File: config.mk
export PLATFORM = sky130hd
export DESIGN_NAME = tricolor_policer
export DESIGN_NICKNAME = d
export VERILOG_FILES = /design/src/rtl/tricolor_pkg.sv /design/src/rtl/tricolor_rate_quant.sv /design/src/rtl/tricolor_len_charge.sv /design/src/rtl/tricolor_token_pair.sv /design/src/rtl/tricolor_policer.sv
export SDC_FILE = /design/constraint.sdc
export NUM_CORES = 1
export LEC_CHECK = 0
export ABC_AREA = 0
export ABC_CLOCK_PERIOD_IN_PS = 13950
export BUFFER_PORTS_ARGS = -buffer_cell sky130_fd_sc_hd__clkbuf_2
export CORE_MARGIN = 1.5
export CORE_UTILIZATION = 60
export DETAILED_ROUTE_END_ITERATION = 10
export PLACE_DENSITY = 0.82
export SLEW_MARGIN = 20
export SYNTH_ARGS = -nofsm -noshare
export SYNTH_HDL_FRONTEND = slang
export SYNTH_SLANG_ARGS = --single-unit
File: constraint.sdc
create_clock -name clk -period 13.95 [get_ports clk]
set_clock_uncertainty 0.1 [all_clocks]
set_input_delay 0.6975 -clock clk [delete_from_list [all_inputs] [get_ports clk]]
set_output_delay 0.6975 -clock clk [all_outputs]
set_load 0.01 [all_outputs]
File: src/rtl/tricolor_pkg.sv
package tricolor_pkg;

    typedef enum logic [1:0] {
        CLR_CONFORM = 2'd0,
        CLR_EXCEED  = 2'd1,
        CLR_VIOLATE = 2'd2
    } color_e;

    typedef enum logic [1:0] {
        ACT_PASS     = 2'd0,
        ACT_DROP     = 2'd1,
        ACT_REMARK   = 2'd2,
        ACT_PASS_ALT = 2'd3
    } act_e;

    typedef struct packed {
        logic       drop;
        logic       remark;
        logic [5:0] dscp;
    } verdict_t;

    function automatic verdict_t apply_action(input logic [1:0] act, input logic [5:0] dscp);
        verdict_t v;
        v = '0;
        unique case (act_e'(act))
            ACT_DROP:   v.drop = 1'b1;
            ACT_REMARK: begin
                v.remark = 1'b1;
                v.dscp   = dscp;
            end
            default:    v = '0;
        endcase
        return v;
    endfunction

endpackage

File: src/rtl/tricolor_rate_quant.sv
module tricolor_rate_quant #(
    parameter int RATE_W    = 24,
    parameter int GRAN_LOG2 = 3,
    parameter int MIN_RATE  = 66
) (
    input  logic [RATE_W-1:0] rate_in,
    output logic [RATE_W-1:0] rate_eff
);
    localparam logic [RATE_W-1:0] FLOOR = RATE_W'(MIN_RATE);

    logic [RATE_W-1:0] rounded;

    generate
        if (GRAN_LOG2 == 0) begin : g_no_round
            assign rounded = rate_in;
        end else begin : g_round
            assign rounded = {rate_in[RATE_W-1:GRAN_LOG2], {GRAN_LOG2{1'b0}}};
        end
    endgenerate

    assign rate_eff = (rounded < FLOOR) ? FLOOR : rounded;
endmodule

File: src/rtl/tricolor_len_charge.sv
module tricolor_len_charge #(
    parameter int LEN_W   = 14,
    parameter int ADJ_W   = 7,
    parameter int ADJ_LIM = 63
) (
    input  logic [LEN_W-1:0]        pkt_len,
    input  logic signed [ADJ_W-1:0] pkt_adj,
    output logic [LEN_W:0]          charged
);
    localparam int SW = LEN_W + 2;
    localparam logic signed [ADJ_W-1:0] ADJ_LO = ADJ_W'(-ADJ_LIM);
    localparam logic signed [ADJ_W-1:0] ADJ_HI = ADJ_W'(ADJ_LIM);

    logic signed [ADJ_W-1:0] adj_sat;
    logic signed [SW-1:0]    len_s;
    logic signed [SW-1:0]    adj_s;
    logic signed [SW-1:0]    sum;

    always_comb begin
        if (pkt_adj < ADJ_LO)      adj_sat = ADJ_LO;
        else if (pkt_adj > ADJ_HI) adj_sat = ADJ_HI;
        else                       adj_sat = pkt_adj;
        len_s = $signed({2'b00, pkt_len});
        adj_s = $signed({{(SW-ADJ_W){adj_sat[ADJ_W-1]}}, adj_sat});
        sum   = len_s + adj_s;
        if (sum < $signed(SW'(1))) charged = (LEN_W+1)'(1);
        else                       charged = sum[LEN_W:0];
    end
endmodule

File: src/rtl/tricolor_token_pair.sv
module tricolor_token_pair
    import tricolor_pkg::*;
#(
    parameter int TOK_W  = 24,
    parameter int RATE_W = 24,
    parameter int NEED_W = 18
) (
    input  logic              clk,
    input  logic              rst_n,
    input  logic              load,
    input  logic              tick,
    input  logic              dec_en,
    input  logic [NEED_W-1:0] need,
    input  logic [RATE_W-1:0] add,
    input  logic [TOK_W-1:0]  cap_c,
    input  logic [TOK_W-1:0]  cap_e,
    output color_e            color
);
    localparam int MX1   = (TOK_W > RATE_W) ? TOK_W : RATE_W;
    localparam int MX2   = (MX1 > NEED_W) ? MX1 : NEED_W;
    localparam int SUM_W = MX2 + 2;

    logic [TOK_W-1:0] tc_q, te_q;
    logic [SUM_W-1:0] tc_w, te_w, need_w, capc_w, cape_w;
    logic [SUM_W-1:0] deb_c, deb_e, refill, c_after, spill, e_after;
    logic [TOK_W-1:0] tc_d, te_d;

    always_comb begin
        tc_w   = SUM_W'(tc_q);
        te_w   = SUM_W'(te_q);
        need_w = SUM_W'(need);
        capc_w = SUM_W'(cap_c);
        cape_w = SUM_W'(cap_e);

        if (tc_w >= need_w)      color = CLR_CONFORM;
        else if (te_w >= need_w) color = CLR_EXCEED;
        else                     color = CLR_VIOLATE;

        deb_c  = (dec_en && color == CLR_CONFORM) ? need_w : '0;
        deb_e  = (dec_en && color == CLR_EXCEED)  ? need_w : '0;
        refill = tick ? SUM_W'(add) : '0;

        c_after = tc_w - deb_c + refill;
        if (c_after > capc_w) begin
            spill = c_after - capc_w;
            tc_d  = cap_c;
        end else begin
            spill = '0;
            tc_d  = c_after[TOK_W-1:0];
        end

        e_after = te_w - deb_e + spill;
        te_d    = (e_after > cape_w) ? cap_e : e_after[TOK_W-1:0];
    end

    always_ff @(posedge clk or negedge rst_n) begin
        if (!rst_n) begin
            tc_q <= '0;
            te_q <= '0;
        end else if (load) begin
            tc_q <= cap_c;
            te_q <= cap_e;
        end else begin
            tc_q <= tc_d;
            te_q <= te_d;
        end
    end

    p_commit_cap_r3: assert property (@(posedge clk) disable iff (!rst_n)
        1'b1 |=> tc_q <= $past(cap_c));
    p_excess_cap_r3: assert property (@(posedge clk) disable iff (!rst_n)
        1'b1 |=> te_q <= $past(cap_e));
    p_full_after_load_r5: assert property (@(posedge clk) disable iff (!rst_n)
        load |=> (tc_q == $past(cap_c)) && (te_q == $past(cap_e)));
    p_conform_spares_excess_r6: assert property (@(posedge clk) disable iff (!rst_n)
        (dec_en && !load && color == CLR_CONFORM) |=> (te_q >= $past(te_q)) || (te_q == $past(cap_e)));
    p_exceed_spares_commit_r7: assert property (@(posedge clk) disable iff (!rst_n)
        (dec_en && !load && color == CLR_EXCEED) |=> (tc_q >= $past(tc_q)) || (tc_q == $past(cap_c)));
    p_violate_no_debit_r8: assert property (@(posedge clk) disable iff (!rst_n)
        (dec_en && !load && color == CLR_VIOLATE) |=>
            ((tc_q >= $past(tc_q)) || (tc_q == $past(cap_c))) &&
            ((te_q >= $past(te_q)) || (te_q == $past(cap_e))));
endmodule

File: src/rtl/tricolor_policer.sv
module tricolor_policer
    import tricolor_pkg::*;
#(
    parameter int LEN_W     = 14,
    parameter int ADJ_W     = 7,
    parameter int ADJ_LIM   = 63,
    parameter int RATE_W    = 24,
    parameter int BURST_W   = 20,
    parameter int GRAN_LOG2 = 3,
    parameter int MIN_RATE  = 66
) (
    input  logic                     clk,
    input  logic                     rst_n,
    input  logic                     tick,
    input  logic                     pkt_valid,
    input  logic [LEN_W-1:0]         pkt_len,
    input  logic signed [ADJ_W-1:0]  pkt_adj,
    input  logic [RATE_W-1:0]        cfg_rate,
    input  logic [BURST_W-1:0]       cfg_cbs,
    input  logic [BURST_W-1:0]       cfg_ebs,
    input  logic [1:0]               cfg_act_conform,
    input  logic [1:0]               cfg_act_exceed,
    input  logic [1:0]               cfg_act_violate,
    input  logic [5:0]               cfg_dscp_conform,
    input  logic [5:0]               cfg_dscp_exceed,
    input  logic [5:0]               cfg_dscp_violate,
    output logic                     res_valid,
    output logic [1:0]               res_color,
    output logic                     res_drop,
    output logic                     res_remark,
    output logic [5:0]               res_dscp
);
    localparam int TOK_W  = BURST_W + 4;
    localparam int CHG_W  = LEN_W + 1;
    localparam int NEED_W = CHG_W + 3;
    localparam int STEP   = 1 << GRAN_LOG2;

    typedef enum logic [1:0] {ST_LOAD, ST_IDLE, ST_MARK} st_e;

    st_e                state_q, state_d;
    logic [CHG_W-1:0]   charged, len_q;
    logic [RATE_W-1:0]  rate_eff;
    logic [BURST_W:0]   ebs_eff;
    logic [TOK_W-1:0]   cap_c, cap_e;
    color_e             mark_color;
    logic [1:0]         sel_act;
    logic [5:0]         sel_dscp;
    verdict_t           verdict;

    tricolor_rate_quant #(.RATE_W(RATE_W), .GRAN_LOG2(GRAN_LOG2), .MIN_RATE(MIN_RATE)) u_quant (
        .rate_in (cfg_rate),
        .rate_eff(rate_eff)
    );

    tricolor_len_charge #(.LEN_W(LEN_W), .ADJ_W(ADJ_W), .ADJ_LIM(ADJ_LIM)) u_len (
        .pkt_len(pkt_len),
        .pkt_adj(pkt_adj),
        .charged(charged)
    );

    assign ebs_eff = (cfg_ebs == '0) ? {cfg_cbs, 1'b0} : {1'b0, cfg_ebs};
    assign cap_c   = TOK_W'({cfg_cbs, 3'b000});
    assign cap_e   = TOK_W'({ebs_eff, 3'b000});

    tricolor_token_pair #(.TOK_W(TOK_W), .RATE_W(RATE_W), .NEED_W(NEED_W)) u_tokens (
        .clk   (clk),
        .rst_n (rst_n),
        .load  (state_q == ST_LOAD),
        .tick  (tick),
        .dec_en(state_q == ST_MARK),
        .need  ({len_q, 3'b000}),
        .add   (rate_eff),
        .cap_c (cap_c),
        .cap_e (cap_e),
        .color (mark_color)
    );

    always_comb begin
        state_d = state_q;
        unique case (state_q)
            ST_LOAD: state_d = pkt_valid ? ST_MARK : ST_IDLE;
            ST_IDLE: state_d = pkt_valid ? ST_MARK : ST_IDLE;
            ST_MARK: state_d = pkt_valid ? ST_MARK : ST_IDLE;
            default: state_d = ST_IDLE;
        endcase
    end

    always_ff @(posedge clk or negedge rst_n) begin
        if (!rst_n) state_q <= ST_LOAD;
        else        state_q <= state_d;
    end

    always_ff @(posedge clk or negedge rst_n) begin
        if (!rst_n)         len_q <= '0;
        else if (pkt_valid) len_q <= charged;
    end

    always_comb begin
        unique case (mark_color)
            CLR_CONFORM: begin sel_act = cfg_act_conform; sel_dscp = cfg_dscp_conform; end
            CLR_EXCEED:  begin sel_act = cfg_act_exceed;  sel_dscp = cfg_dscp_exceed;  end
            default:     begin sel_act = cfg_act_violate; sel_dscp = cfg_dscp_violate; end
        endcase
        verdict = apply_action(sel_act, sel_dscp);
    end

    always_ff @(posedge clk or negedge rst_n) begin
        if (!rst_n) begin
            res_valid  <= 1'b0;
            res_color  <= 2'd0;
            res_drop   <= 1'b0;
            res_remark <= 1'b0;
            res_dscp   <= 6'd0;
        end else begin
            res_valid <= (state_q == ST_MARK);
            if (state_q == ST_MARK) begin
                res_color  <= mark_color;
                res_drop   <= verdict.drop;
                res_remark <= verdict.remark;
                res_dscp   <= verdict.dscp;
            end
        end
    end

    p_charge_floor_r1: assert property (@(posedge clk) disable iff (!rst_n)
        pkt_valid |=> len_q >= CHG_W'(1));
    p_rate_on_grid_r2: assert property (@(posedge clk) disable iff (!rst_n)
        ((rate_eff % RATE_W'(STEP)) == '0) || (rate_eff == RATE_W'(MIN_RATE)));
    p_rate_not_raised_r2: assert property (@(posedge clk) disable iff (!rst_n)
        (rate_eff <= cfg_rate) || (rate_eff == RATE_W'(MIN_RATE)));
    p_drop_or_remark_r9: assert property (@(posedge clk) disable iff (!rst_n)
        res_valid |-> !(res_drop && res_remark));
    p_dscp_idle_r9: assert property (@(posedge clk) disable iff (!rst_n)
        !res_remark |-> res_dscp == 6'd0);
    p_result_after_mark_r10: assert property (@(posedge clk) disable iff (!rst_n)
        res_valid |-> $past(state_q) == ST_MARK);
    p_packet_yields_result_r10: assert property (@(posedge clk) disable iff (!rst_n)
        pkt_valid |=> ##1 res_valid);
endmodule

==> results.env <==
HOLDCRITSTARTPOINT='res_color[0]'
MULTI_INPUT_COMB_AREA_SQ_MM=0.00744
VIA_PER_INST=5.97
REPORT.FINAL.SLEW_VIOL_COUNT=0
CORE_REGION_AREA_SQ_MM=0.0166
PLACEMENTROWS=47
CLOCK_SINK_COUNT=75
FIRST_PASS_GRT_WIRE_LENGTH_MICRONS=45100
HOLD_VIOLATIONS=0
WORST-SLEW-PIN-TRANSITION_PS=1060
TIMING.FINAL.CRIT_PERIOD_PS=12970
BUFFER_PORTS.INSERTED=120
CTS_ROOT_BUFFER='clkbuf_16'
R2R-START='len_q[0]'
MAXCLOCKFREQUENCY_GHz=0.0771
GR_MET2_DEMAND_RESOURCE_PCT=52.2
MIN_PATH_CELLS=1
CTS_INSERTED_BUFFERS=9
IO_PINS=124
BUSIEST_LAYER='met2'
CRITICALPATHCATEGORY='register to register'
GRT.MET3_USAGE_PCT=3.96
ASYNC_FLOP_SHARE_PCT=100
CTS.CLK_SLEW.WORST_PATHS_PS=60
SLOWEST_CELL_ON_THE_CRITICAL_PATH='or4_1'
GRT_ANTENNA_BEFORE_REPAIR=0
CP_NUM_BUF_INV=5
DRT_FIRST_PASS_ITERS=5
ROUTED_WL_MICRONS=27700
FINAL_LAYOUT_SIZE_SUFFIX_GT1_SHARE_PCT=13.1
REG2REGPATHDEPTH=52
INITIAL_CORE_UTILIZATION_PCT=61.4
CRIT_PATH_START_KIND='register'
HOLD_BUF_CTS=0
SYN-CELL-AREA_SQ_MM=0.0102
DRCVIOLATIONCOUNT=0
ANTENNA-DIODE-COUNT=0
LAYOUT_WORST_PATH_CYCLE_SHARE_PCT=93.0
RUN_STATUS='completed'
PLACE_CONGESTION=0.948
END_KIND='register'
SETUP_VIOL_COUNT_FINAL=0
SYN_TO_FINAL_GROWTH_PCT=10.8
WORST_SKEW_PAIR.LATE_LATENCY_PS=350
MAX_CAP_VIOLATIONS=0
POSTSYNTHCELLCOUNT=1285
TIMING.CRITICAL_PATH.REQUIRED_PS=14090
CTSHTREEMAXLEVEL=3
FF_LATCH_AREA_SQ_MM=0.00188
CRITICAL-PATH-TOP-DELAY-FAMILY='compound AO/OA/AOI/OAI gates'
FLOORPLAN_DIE_HEIGHT_MICRONS=134
SLOWEST_DELAY_PS=550
GRT_USAGE_PCT=32.1
POST-DP-HPWL_MICRONS=22800
ANT_NETS=0
CTS.PATH.MAX_BUFFERS=2
MAX_TRANSITION_MARGIN_PCT=29.5
DIE-WIDTH_MICRONS=134
POST_LAYOUT_NETS=1689
SYNTH_SEQUENTIAL_AREA_RATIO_PCT=18.4
GRT_SETUP_UNREPAIRED='no'
SYNTH_ENABLE_FLOP_CELLS=0
ROUTEDWLPERCELL_MICRONS=17.1
YS_DOMINANT_REG_CELL='dfrtp_1'
REG2REG_SETUP_SLACK_PS=980
TIMING.HOLD.WORST.CLASS='register to register'
GR-TOTAL-OVERFLOW=0
FILLER_CELL_COUNT=1386
RR_ENDPOINT='u_tokens.te_q[23]'
CTS_TREE='built'
TIMING.HOLD.WORST_ENDPOINT='res_color[0]'
SYN_AREA_PER_CELL_SQ_UM=7.96
VIA_COUNT=9667
TOTAL_NEGATIVE_SETUP_SLACK_PS=0
WORST-ENDPOINT-ARRIVAL_PS=13110
POST_CTS_BUFFERS=0
GRT_START_MAX_NET_PINS=76
DETAILED_ROUTE_ITER0_VIOLATIONS=782
YS_TYPES=72
DIEAREA_SQ_MM=0.0178
POST_CTS_RESIZE_COUNT=0
SYNTH_SEQ_CELLS=75
VIA_COUNT_OF_THE_FIRST_GLOBAL_ROUTING_PASS=9147
CRITICAL_PATH_PEAK_FANOUT=23
FIN_UTIL_PCT=68.1
YS_WARN_COUNT=0
GLOBAL_ROUTE.USAGE.MET1_PCT=44.0
==> layout by cell type (no fill, tap or decap), types with 3 or more instances in the layout <==
master / instances
o22ai_1: 15
a21oi_1: 92
or4_1: 6
nor3_1: 24
nand4_1: 13
nor4_1: 28
o211ai_1: 14
or2_2: 3
o21bai_1: 13
xnor2_1: 46
or3_1: 8
and2_1: 11
and3_1: 23
nor2b_1: 12
mux2_2: 24
nand3b_1: 8
inv_1: 212
a21o_1: 33
mux2i_1: 22
a2111oi_0: 3
dfrtp_1: 75
o31a_1: 6
buf_4: 10
o21ai_1: 3
o21ai_0: 58
ha_1: 148
nand2b_1: 15
o31ai_1: 14
a211oi_1: 10
a31oi_1: 9
a2111o_1: 3
clkbuf_16: 9
clkbuf_2: 119
fa_1: 33
nand2_1: 96
xor2_1: 16
nor2_1: 67
nand3_1: 36
clkinvlp_4: 3
o21a_1: 16
==> area by class of cell <==
type	count	share of cell area, %
Multi-Input combinational cell	968	65.7
Sequential cell	75	16.6
Inverter	212	7.02
Timing Repair Buffer	129	5.92
Tap cell	220	2.43
Clock buffer	11	2.05
Clock inverter	5	0.353
==> sequential cells by signal, indices dropped and copies added (netlist names) <==
name	flops
u_tokens.te_q	24
res_color	2
res_drop	1
res_dscp	6
res_remark	1
len_q	15
res_valid	1
u_tokens.tc_q	23
state_q	2
==> cell usage after synthesis (10+ instances only) <==
library cell,instances,area share [%]
inv_1,212,7.8
ha_1,148,18
nand2_1,96,3.5
a21oi_1,92,4.5
dfrtp_1,75,18
nor2_1,68,2.5
o21ai_0,58,2.8
xnor2_1,46,3.9
nand3_1,36,1.8
a21o_1,33,2.4
fa_1,33,6.5
nor4_1,28,1.7
clkbuf_1,25,0.92
mux2_2,24,2.6
nor3_1,24,1.2
and3_1,23,1.4
mux2i_1,22,2.2
o21a_1,16,1.2
xor2_1,16,1.4
nand2b_1,15,0.92
o22ai_1,15,0.92
o211ai_1,14,1.0
o31ai_1,14,1.0
nand4_1,13,0.80
o21bai_1,13,0.95
nor2b_1,12,0.73
and2_1,11,0.67
a211oi_1,10,0.73
a31oi_1,10,0.61
==> layer usage <==
layer,wire length [microns],share of wire [%]
met3,2000,7.2
met2,12500,45
met5,0,0
met1,12500,45
met4,716,2.6
==> how the worst max path moves through the flow <==
stage | from | to | slack (ps) | depth (start not counted)
after global routing | len_q[0] | u_tokens.te_q[23] | 9 | 53
after floorplan | len_q[0] | u_tokens.te_q[23] | 2740 | 52
final | len_q[0] | u_tokens.te_q[23] | 980 | 52
after global placement | len_q[0] | u_tokens.te_q[3] | 1360 | 53
after CTS | len_q[0] | u_tokens.te_q[3] | 1070 | 53
after detailed placement | len_q[0] | u_tokens.te_q[23] | 1130 | 49
==> kinds of logic after synthesis <==
kind of cell / share of synthesized area, %
flops: 18.4
fa+ha+maj: 24.6
mux: 4.91
xor+xnor: 5.31
compound gates: 19.7
simple gates: 18.0
buf+inv: 9.04
other cells: 0.0367
==> metrics by stage <==
step	instance area (sq um)	hold WS, ps	worst slack (ps)	cells
2_1_floorplan	10200	302	2740	1286
4_1_cts	11300	384	1070	1620
5_1_grt	11300	395	8.67	1620
3_3_place_gp	11100	360	1360	1604
3_5_place_dp	11100	370	1130	1604
6_report	11300	381	981	1620
Power is left out: the tool's default activity adds up to more than one toggle a clock period on the data nets, which glitch-free logic cannot reach.
